===== src/rtl/rtp_pkg.sv =====
package rtp_pkg;

   // Default configuration: 3 stages, 6 cycles per pass.
   // Row 0 marks columns 0,5; row 1 marks 1,4; row 2 marks 2,3.
   localparam int unsigned RTP_DEF_STAGES = 3;
   localparam int unsigned RTP_DEF_LEN    = 6;
   localparam logic [17:0] RTP_DEF_TABLE  = 18'h0C4A1;

   typedef enum logic {
      GRANT_BY_STATE   = 1'b0,
      GRANT_BY_OVERLAP = 1'b1
   } grant_mode_e;

endpackage


===== src/rtl/rtp_cvec_gen.sv =====
// Derives the forbidden-latency vector from the reservation table.
// cvec_o[j-1] is set when latency j (1..L-1) would collide.
module rtp_cvec_gen #(
   parameter int unsigned S = 3,
   parameter int unsigned L = 6,
   parameter logic [S*L-1:0] TABLE = '0
) (
   output logic [L-2:0] cvec_o
);

   always_comb begin
      cvec_o = '0;
      for (int j = 1; j < L; j++) begin
         for (int s = 0; s < S; s++) begin
            for (int c = 0; c < L; c++) begin
               if (c + j < L) begin
                  if (TABLE[s*L + c] && TABLE[s*L + c + j]) begin
                     cvec_o[j-1] = 1'b1;
                  end
               end
            end
         end
      end
   end

endmodule


===== src/rtl/rtp_coll_state.sv =====
// Shifting collision state: bit k means an initiation k cycles from now
// is forbidden. Advances by one each cycle, merges the vector on a grant.
module rtp_coll_state #(
   parameter int unsigned L = 6
) (
   input  logic         clk,
   input  logic         rst_n,
   input  logic         adv_i,
   input  logic [L-2:0] cvec_i,
   output logic         blocked_o
);

   logic [L-2:0] st_q;
   logic [L-2:0] st_d;

   always_comb begin
      st_d = {1'b0, st_q[L-2:1]};
      if (adv_i) begin
         st_d = st_d | cvec_i;
      end
   end

   always_ff @(posedge clk or negedge rst_n) begin
      if (!rst_n) begin
         st_q <= '0;
      end else begin
         st_q <= st_d;
      end
   end

   assign blocked_o = st_q[0];

endmodule


===== src/rtl/rtp_age_hist.sv =====
// Age history of admitted tasks: age_o[a-1] set when a grant happened a cycles ago.
module rtp_age_hist #(
   parameter int unsigned L = 6
) (
   input  logic         clk,
   input  logic         rst_n,
   input  logic         push_i,
   output logic [L-2:0] age_o
);

   logic [L-2:0] age_q;

   generate
      if (L == 2) begin : g_single
         always_ff @(posedge clk or negedge rst_n) begin
            if (!rst_n) age_q <= '0;
            else        age_q <= push_i;
         end
      end else begin : g_chain
         always_ff @(posedge clk or negedge rst_n) begin
            if (!rst_n) age_q <= '0;
            else        age_q <= {age_q[L-3:0], push_i};
         end
      end
   endgenerate

   assign age_o = age_q;

endmodule


===== src/rtl/rtp_busy_map.sv =====
// Stage-by-cycle claim map: table rows shifted by every in-flight task's age.
module rtp_busy_map #(
   parameter int unsigned S = 3,
   parameter int unsigned L = 6,
   parameter logic [S*L-1:0] TABLE = '0
) (
   input  logic [L-2:0]   age_i,
   output logic [S*L-1:0] busy_o
);

   generate
      for (genvar s = 0; s < S; s++) begin : g_stage
         for (genvar c = 0; c < L; c++) begin : g_col
            logic hit;
            always_comb begin
               hit = 1'b0;
               for (int a = 1; a < L; a++) begin
                  if (a + c < L) begin
                     hit = hit | (age_i[a-1] & TABLE[s*L + a + c]);
                  end
               end
            end
            assign busy_o[s*L + c] = hit;
         end
      end
   endgenerate

endmodule


===== src/rtl/rtp_init_ctrl.sv =====
module rtp_init_ctrl #(
   parameter int unsigned NUM_STAGES = rtp_pkg::RTP_DEF_STAGES,
   parameter int unsigned TBL_LEN    = rtp_pkg::RTP_DEF_LEN,
   parameter logic [NUM_STAGES*TBL_LEN-1:0] TABLE = rtp_pkg::RTP_DEF_TABLE,
   parameter rtp_pkg::grant_mode_e GRANT_MODE = rtp_pkg::GRANT_BY_STATE
) (
   input  logic                          clk,
   input  logic                          rst_n,
   input  logic                          req_i,
   output logic                          grant_o,
   output logic [NUM_STAGES*TBL_LEN-1:0] busy_o
);

   localparam int unsigned MAP_W = NUM_STAGES * TBL_LEN;

   function automatic logic first_col_marked();
      logic any = 1'b0;
      for (int s = 0; s < NUM_STAGES; s++) begin
         any = any | TABLE[s*TBL_LEN];
      end
      return any;
   endfunction

   // Elaboration-time parameter checks
   generate
      if (TBL_LEN < 3) begin : g_bad_len
         $error("rtp_init_ctrl: TBL_LEN must be at least 3");
      end
      if (NUM_STAGES < 1) begin : g_bad_stages
         $error("rtp_init_ctrl: NUM_STAGES must be at least 1");
      end
      if (!first_col_marked()) begin : g_bad_entry
         $error("rtp_init_ctrl: table column 0 must hold a mark");
      end
   endgenerate

   logic [TBL_LEN-2:0] age;
   logic               blocked;

   rtp_age_hist #(.L(TBL_LEN)) u_hist (
      .clk    (clk),
      .rst_n  (rst_n),
      .push_i (grant_o),
      .age_o  (age)
   );

   rtp_busy_map #(.S(NUM_STAGES), .L(TBL_LEN), .TABLE(TABLE)) u_map (
      .age_i  (age),
      .busy_o (busy_o)
   );

   generate
      if (GRANT_MODE == rtp_pkg::GRANT_BY_STATE) begin : g_state
         logic [TBL_LEN-2:0] cvec;

         rtp_cvec_gen #(.S(NUM_STAGES), .L(TBL_LEN), .TABLE(TABLE)) u_cvec (
            .cvec_o (cvec)
         );

         rtp_coll_state #(.L(TBL_LEN)) u_state (
            .clk       (clk),
            .rst_n     (rst_n),
            .adv_i     (grant_o),
            .cvec_i    (cvec),
            .blocked_o (blocked)
         );
      end else begin : g_overlap
         logic [MAP_W-1:0] clash;
         assign clash   = busy_o & TABLE;
         assign blocked = |clash;
      end
   endgenerate

   assign grant_o = req_i & ~blocked;

endmodule


===== config.mk =====
export PLATFORM = sky130hd
export DESIGN_NAME = rtp_init_ctrl
export DESIGN_NICKNAME = d
export VERILOG_FILES = /design/src/rtl/rtp_pkg.sv /design/src/rtl/rtp_cvec_gen.sv /design/src/rtl/rtp_coll_state.sv /design/src/rtl/rtp_age_hist.sv /design/src/rtl/rtp_busy_map.sv /design/src/rtl/rtp_init_ctrl.sv
export SDC_FILE = /design/constraint.sdc
export NUM_CORES = 1
export LEC_CHECK = 0
export CAP_MARGIN = 10
export CORE_AREA = 2 2 39 41
export CTS_CLUSTER_SIZE = 30
export DETAILED_ROUTE_END_ITERATION = 10
export DIE_AREA = 0 0 41 43
export DONT_BUFFER_PORTS = 1
export PLACE_DENSITY = 0.63
export SYNTH_ARGS = -nofsm -noshare
export SYNTH_HDL_FRONTEND = slang
export SYNTH_HIERARCHICAL = 1
export SYNTH_SLANG_ARGS = --single-unit

===== constraint.sdc =====
create_clock -name clk -period 0.8 [get_ports clk]
set_clock_uncertainty 0.1 [all_clocks]
set_input_delay 0.04 -clock clk [delete_from_list [all_inputs] [get_ports clk]]
set_output_delay 0.04 -clock clk [all_outputs]
set_load 0.1 [all_outputs]

==> flow_summary_export.csv, run 1 <==
group,metric,value,unit
status,outcome,"finished with violations",
status,violations,"negative setup slack",
sta,min_period,1.25,ns
synthesis,avgSynthCellArea,11.3,um2
critical_path,r2r_end,"g_state.u_state/st_q[4]",
worst_hold_path,min_path_type,"input pin to async pin",
drt,antenna_left,0,
global_routing,grt_overflow_total,0,
placement,dp_slack,-0.200,ns
critical_path,worst-r2r-setup-slack,-0.16,ns
global_routing,grt_use_total,8.57,%
critical_path,worst_ep_arrival_time,1.11,ns
pwr,vdd_drop_max,1.92,mV
sta,rsz0062_at_grt,"true",
global_routing,grt_max_degree,11,
finish,final_cell_mix,"conb_1 (11), dfrtp_1 (7), buf_12 (7), buf_6 (7)",
die,die_area,0.00176,mm2
synthesis,synth_seq_cells,10,
pwr,seq_power_share,23.7,%
clock_tree,cts.sinks,10,
die,rows,14,
finish,areaGrowthSynthToFinish,44.2,%
sta,worst_slack,-0.445,ns
sta,finalCritPeriodShare,156,%
die,coreArea,0.00138,mm2
drt,drt-total-wl,624,um
finish,final_common_cell,"conb_1",
finish,nNetsFinal,57,
sta,setup-violations-final,19,
sta,slew_violations,0,
sta,max_freq,803,MHz
die,initial_utilization,36.6,%
critical_path,worstRegToRegCells,3,
clock_tree,clk_pin_slew,0.07,ns
pwr,p_int,1.40,mW
placement,port_buffers,0,
critical_path,critical_path_class,"flip-flop to output port",
pwr,p_sw_share,48.5,%
die,die_y,43,um
global_routing,grt_pass1_vias,228,
finish,layout-drive-gt1-share,60.4,%
synthesis,synth_area,507,um2
critical_path,critPathCaptureType,"output port",
global_routing,grt_pass1_wl,945,um
critical_path,critical_path.max_fanout,3,
critical_path,max_stage_delay,0.42,ns
synthesis,synth.distinct_cells,8,
synthesis,synth_seq_area_share,49.4,%
drt,via_per_inst,3.64,
pwr,clkPwrFrac,16.3,%
clock_tree,h-tree-depth,1,
finish,final_util,52.8,%
pwr,p_per_area,3730,mW/mm2
pwr,p_leak,0.374,nW
placement,gp_congestion,0.665,
clock_tree,cts_made_buffers,3,
pwr,combPwrFrac,60.0,%
critical_path,startpoint_type,"flip-flop",
sta,tns,-5.33,ns
critical_path,reg2reg_from,"g_state.u_state/st_q[0]",
drt,drt_iter0_drc,0,
synthesis,yosys_warnings,6,
pwr,p_sw,1.32,mW
sta,holdWs,0.0579,ns
drt,drt-pass1-iter-count,1,
die,ios,22,
die,die_w,41,um
finish,diodes,0,
drt,vias,251,
clock_tree,insertion_delay,0.26,ns
clock_tree,cts_tree,"yes",
drt,drt-wirelength-per-cell,9.04,um
global_routing,antenna_found_initial,0,
critical_path,crit_slowest_cell,"dfrtp_2",
drt,drc,0,
sta,finalHoldViolCount,0,
clock_tree,cts_buffer_depth,2,
critical_path,path_cells,"or2_4 > buf_12",
run,maxCapViolations,0,
synthesis,synthCells,45,
clock_tree,root_buffer,"clkbuf_4",
critical_path,crit_required,0.66,ns
-- worst max-delay path, delay by kind of cell (launching register included) --
kind / cells / cell delay (ns)
simple gates: 1 / 0.26
buf+inv: 1 / 0.16
flops: 1 / 0.42
-- cells in the mapped netlist, drive strengths merged --
master,number,area [um2]
nor2b,1,13.8
a21o,4,33.8
dfrtp,10,250
and2,1,6.26
conb,3,11.3
or2,3,18.8
buf,23,173
-- flip-flops by register name (all words and copies together), names as in the netlist --
signal                cells
u_hist/age_o              5
g_state.u_state/st_q      5
-- layer usage --
metal  track usage (%)  routed length (um)  vias up
met5                 0                   0        -
met4                 0                   0        0
met3              7.85                  55        0
met2              13.4                 337       13
met1              8.81                 231      117
li1                  -                   -      121
-- final cells by class --
type	count	area (um2)
Clock buffer	4	36.3
Fill cell	121	653
Tap cell	16	20.0
Sequential cell	10	254
Multi-Input combinational cell	20	121
Timing Repair Buffer	19	299
-- cells by family (layout without fill, tap and decap cells) --
group,after synthesis,after routing,share of synthesized area (%)
DFF,10,10,49.4
AOI/OAI and AO/OA,4,4,6.67
buffers and inverters,23,23,34.1
and+or+nand+nor,5,5,7.65
other,3,11,2.22
-- worst max-delay path by stage --
| stage | startpoint | to | slack, ns | cells past startpoint |
|---|---|---|---|---|
| 2_1_floorplan | g_state.u_state/st_q[0] | g_state.u_state/st_q[0] | -0.51 | 2 |
| 3_5_place_dp | u_hist/age_o[0] | busy_o[13] | -0.20 | 2 |
| 3_3_place_gp | u_hist/age_o[0] | busy_o[6] | -0.19 | 2 |
| 6_report | u_hist/age_o[1] | busy_o[13] | -0.45 | 2 |
| 4_1_cts | u_hist/age_o[1] | busy_o[13] | -0.46 | 2 |
| 5_1_grt | u_hist/age_o[1] | busy_o[13] | -0.48 | 2 |
-- metrics by stage --
stage / area (um2) / power, mW / cells
final: 731 / 2.72 / 69
after global routing: 731 / 2.82 / 69
after CTS: 728 / 2.74 / 69
after detailed placement: 586 / 2.10 / 59
after global placement: 586 / 2.09 / 59
after floorplan: 559 / 1.91 / 53
-- repair_timing --
action | CTS | global route
hold buffers | 1 | 0
endpoints found under the hold margin | 10 | 0
gates resized for setup | 14 | 4
pin swaps | 2 | 0
setup buffers | 5 | 3
setup endpoints to repair | 17 | 19
-- power groups by stage --
| stage | logic (mW) | registers [mW] | clock network, mW |
|---|---|---|---|
| finish | 1.63 | 0.646 | 0.443 |
| detailed placement | 1.45 | 0.654 | 0 |
| global route | 1.68 | 0.654 | 0.490 |
| floorplan | 1.27 | 0.643 | 0 |
| global placement | 1.44 | 0.647 | 0 |
| CTS | 1.63 | 0.646 | 0.464 |
Note: power is estimated with default switching activity, not from simulation.
==> run 2, diff against run 1 <==
--- a/config.mk
+++ b/config.mk
@@ -6,12 +6,13 @@
 export NUM_CORES = 1
 export LEC_CHECK = 0
 export CAP_MARGIN = 10
-export CORE_AREA = 2 2 39 41
+export CELL_PAD_IN_SITES_DETAIL_PLACEMENT = 1
+export CELL_PAD_IN_SITES_GLOBAL_PLACEMENT = 2
+export CORE_UTILIZATION = 30
 export CTS_CLUSTER_SIZE = 30
 export DETAILED_ROUTE_END_ITERATION = 10
-export DIE_AREA = 0 0 41 43
 export DONT_BUFFER_PORTS = 1
-export PLACE_DENSITY = 0.63
+export PLACE_DENSITY = 0.76
 export SYNTH_ARGS = -nofsm -noshare
 export SYNTH_HDL_FRONTEND = slang
 export SYNTH_HIERARCHICAL = 1
==> flow_summary_export.csv, run 2 (same netlist as run 1, synthesis figures left out) <==
group,metric,value,unit
status,outcome,"finished with violations",
status,violations,"negative hold slack, negative setup slack",
worst_hold_path,worstHoldPathCells,2,
sta,finalHoldViolCount,1,
drt,drt-wirelength-per-cell,10.6,um
critical_path,crit_required,0.66,ns
finish,final_util,47.2,%
sta,rsz0062_at_grt,"true",
finish,diodes,0,
global_routing,grt_pass1_wl,1.19,mm
sta,finalCritPeriodShare,157,%
placement,dpl_cell_area,598,um2
clock_tree,insertion_delay,0.27,ns
clock_tree,root_buffer,"clkbuf_4",
placement,dp_slack,-0.196,ns
pwr,p_per_area,3770,mW/mm2
critical_path,worst_ep_arrival_time,1.12,ns
drt,antenna_left,0,
critical_path,reg2reg_from,"g_state.u_state/st_q[0]",
die,rows,14,
critical_path,crit_slowest_cell,"dfrtp_2",
sta,min_period,1.26,ns
sta,holdWs,-0.0477,ns
finish,fin_area,727,um2
drt,drc,0,
clock_tree,h-tree-depth,1,
critical_path,worst-r2r-setup-slack,-0.17,ns
clock_tree,cts_buffer_depth,2,
clock_tree,cts.sinks,10,
drt,via_per_inst,3.78,
clock_tree,clk_pin_slew,0.06,ns
finish,nNetsFinal,56,
finish,areaGrowthSynthToFinish,43.5,%
global_routing,grt_use_total,9.38,%
clock_tree,cts_hold_buf,1,
critical_path,worstRegToRegCells,3,
critical_path,max_stage_delay,0.42,ns
critical_path,crit_buf_inv,1,
finish,final_cell_mix,"conb_1 (11), buf_12 (8), dfrtp_1 (7)",
finish,final_common_cell,"conb_1",
drt,vias,257,
placement,port_buffers,0,
sta,setup-violations-final,17,
die,die_y,43.1,um
global_routing,grt_pass1_vias,267,
critical_path,path_cells,"or2_4 > buf_12",
drt,drt_iter0_drc,0,
global_routing,antenna_found_initial,0,
placement,gp_congestion,0.585,
clock_tree,cts_made_buffers,3,
die,die_area,0.00186,mm2
die,coreArea,0.00154,mm2
critical_path,crit_family,"flip-flops",
finish,layout.cells.non_filler,68,
critical_path,startpoint_type,"flip-flop",
worst_hold_path,hold_end,"u_hist/age_o[0]",
critical_path,critical_path_class,"flip-flop to output port",
pwr,vdd_drop_max,1.72,mV
drt,drt-pass1-iter-count,1,
worst_hold_path,hold_start,"req_i",
run,maxCapViolations,0,
critical_path,critical_path.max_fanout,4,
die,die_w,43.1,um
global_routing,grt_overflow_total,0,
worst_hold_path,min_path_type,"input pin to flip-flop",
die,ios,22,
pwr,p_leak,0.371,nW
placement,place_inst,59,
clock_tree,cts_tree,"yes",
die,initial_utilization,32.9,%
sta,worst_slack,-0.456,ns
critical_path,critPathCaptureType,"output port",
sta,max_freq,796,MHz
global_routing,grt_max_degree,11,
drt,drt-total-wl,723,um
critical_path,r2r_end,"g_state.u_state/st_q[4]",
sta,slew_violations,0,
placement,dp_hpwl,555,um
finish,layout-drive-gt1-share,61.5,%
run 2: worst max-delay path by stage:
stage | start | to | slack, ns | cells past startpoint
finish | u_hist/age_o[0] | busy_o[13] | -0.46 | 2
global route | u_hist/age_o[0] | busy_o[13] | -0.51 | 2
CTS | u_hist/age_o[0] | busy_o[13] | -0.47 | 2
detailed placement | u_hist/age_o[1] | busy_o[13] | -0.20 | 2
global placement | u_hist/age_o[1] | busy_o[13] | -0.19 | 2
floorplan | g_state.u_state/st_q[0] | g_state.u_state/st_q[0] | -0.51 | 2
run 2: what timing repair did:
item | CTS | global route
setup buffers | 3 | 2
gates resized for setup | 13 | 1
cloned | 0 | 0
pin swaps | 3 | 0
setup endpoints to repair | 17 | 17
hold endpoints to repair | 11 | 1
run 2: cell type report:
cell class / count / area (um2)
Fill cell: 158 / 815
Clock buffer: 4 / 36.3
Timing Repair Buffer: 18 / 293
Multi-Input combinational cell: 20 / 124
Sequential cell: 10 / 254
Tap cell: 16 / 20.0
run 2: routing by layer:
metal  vias to the layer above  part of all wire [%]  global-route usage, %  routed length (um)
met1                       127                    33                   9.84                 241
met2                        11                    58                   14.6                 419
met4                         0                   3.3                   7.27                  24
met5                         -                     0                      0                   0
li1                        116                     -                      -                   -
met3                         3                   5.1                   3.83                  37
run 2: worst reg2reg max path, cell delays in order, from the launching register on:
cell and delay [ns]:
dfrtp_1 0.39, nor2b_4 0.15, buf_6 0.14, and2_4 0.13
run 2: where the power goes:
| group | internal [mW] | switching (mW) |
|---|---|---|
| sequential | 0.594 | 0.0538 |
| combinational | 0.532 | 1.10 |
| clock | 0.277 | 0.180 |
run 2: through the flow:
stage,power [mW],TNS [ns]
2_1_floorplan,1.91,-2.65
3_3_place_gp,2.12,-1.39
3_5_place_dp,2.13,-1.50
4_1_cts,2.76,-5.42
5_1_grt,2.84,-5.93
6_report,2.74,-5.26
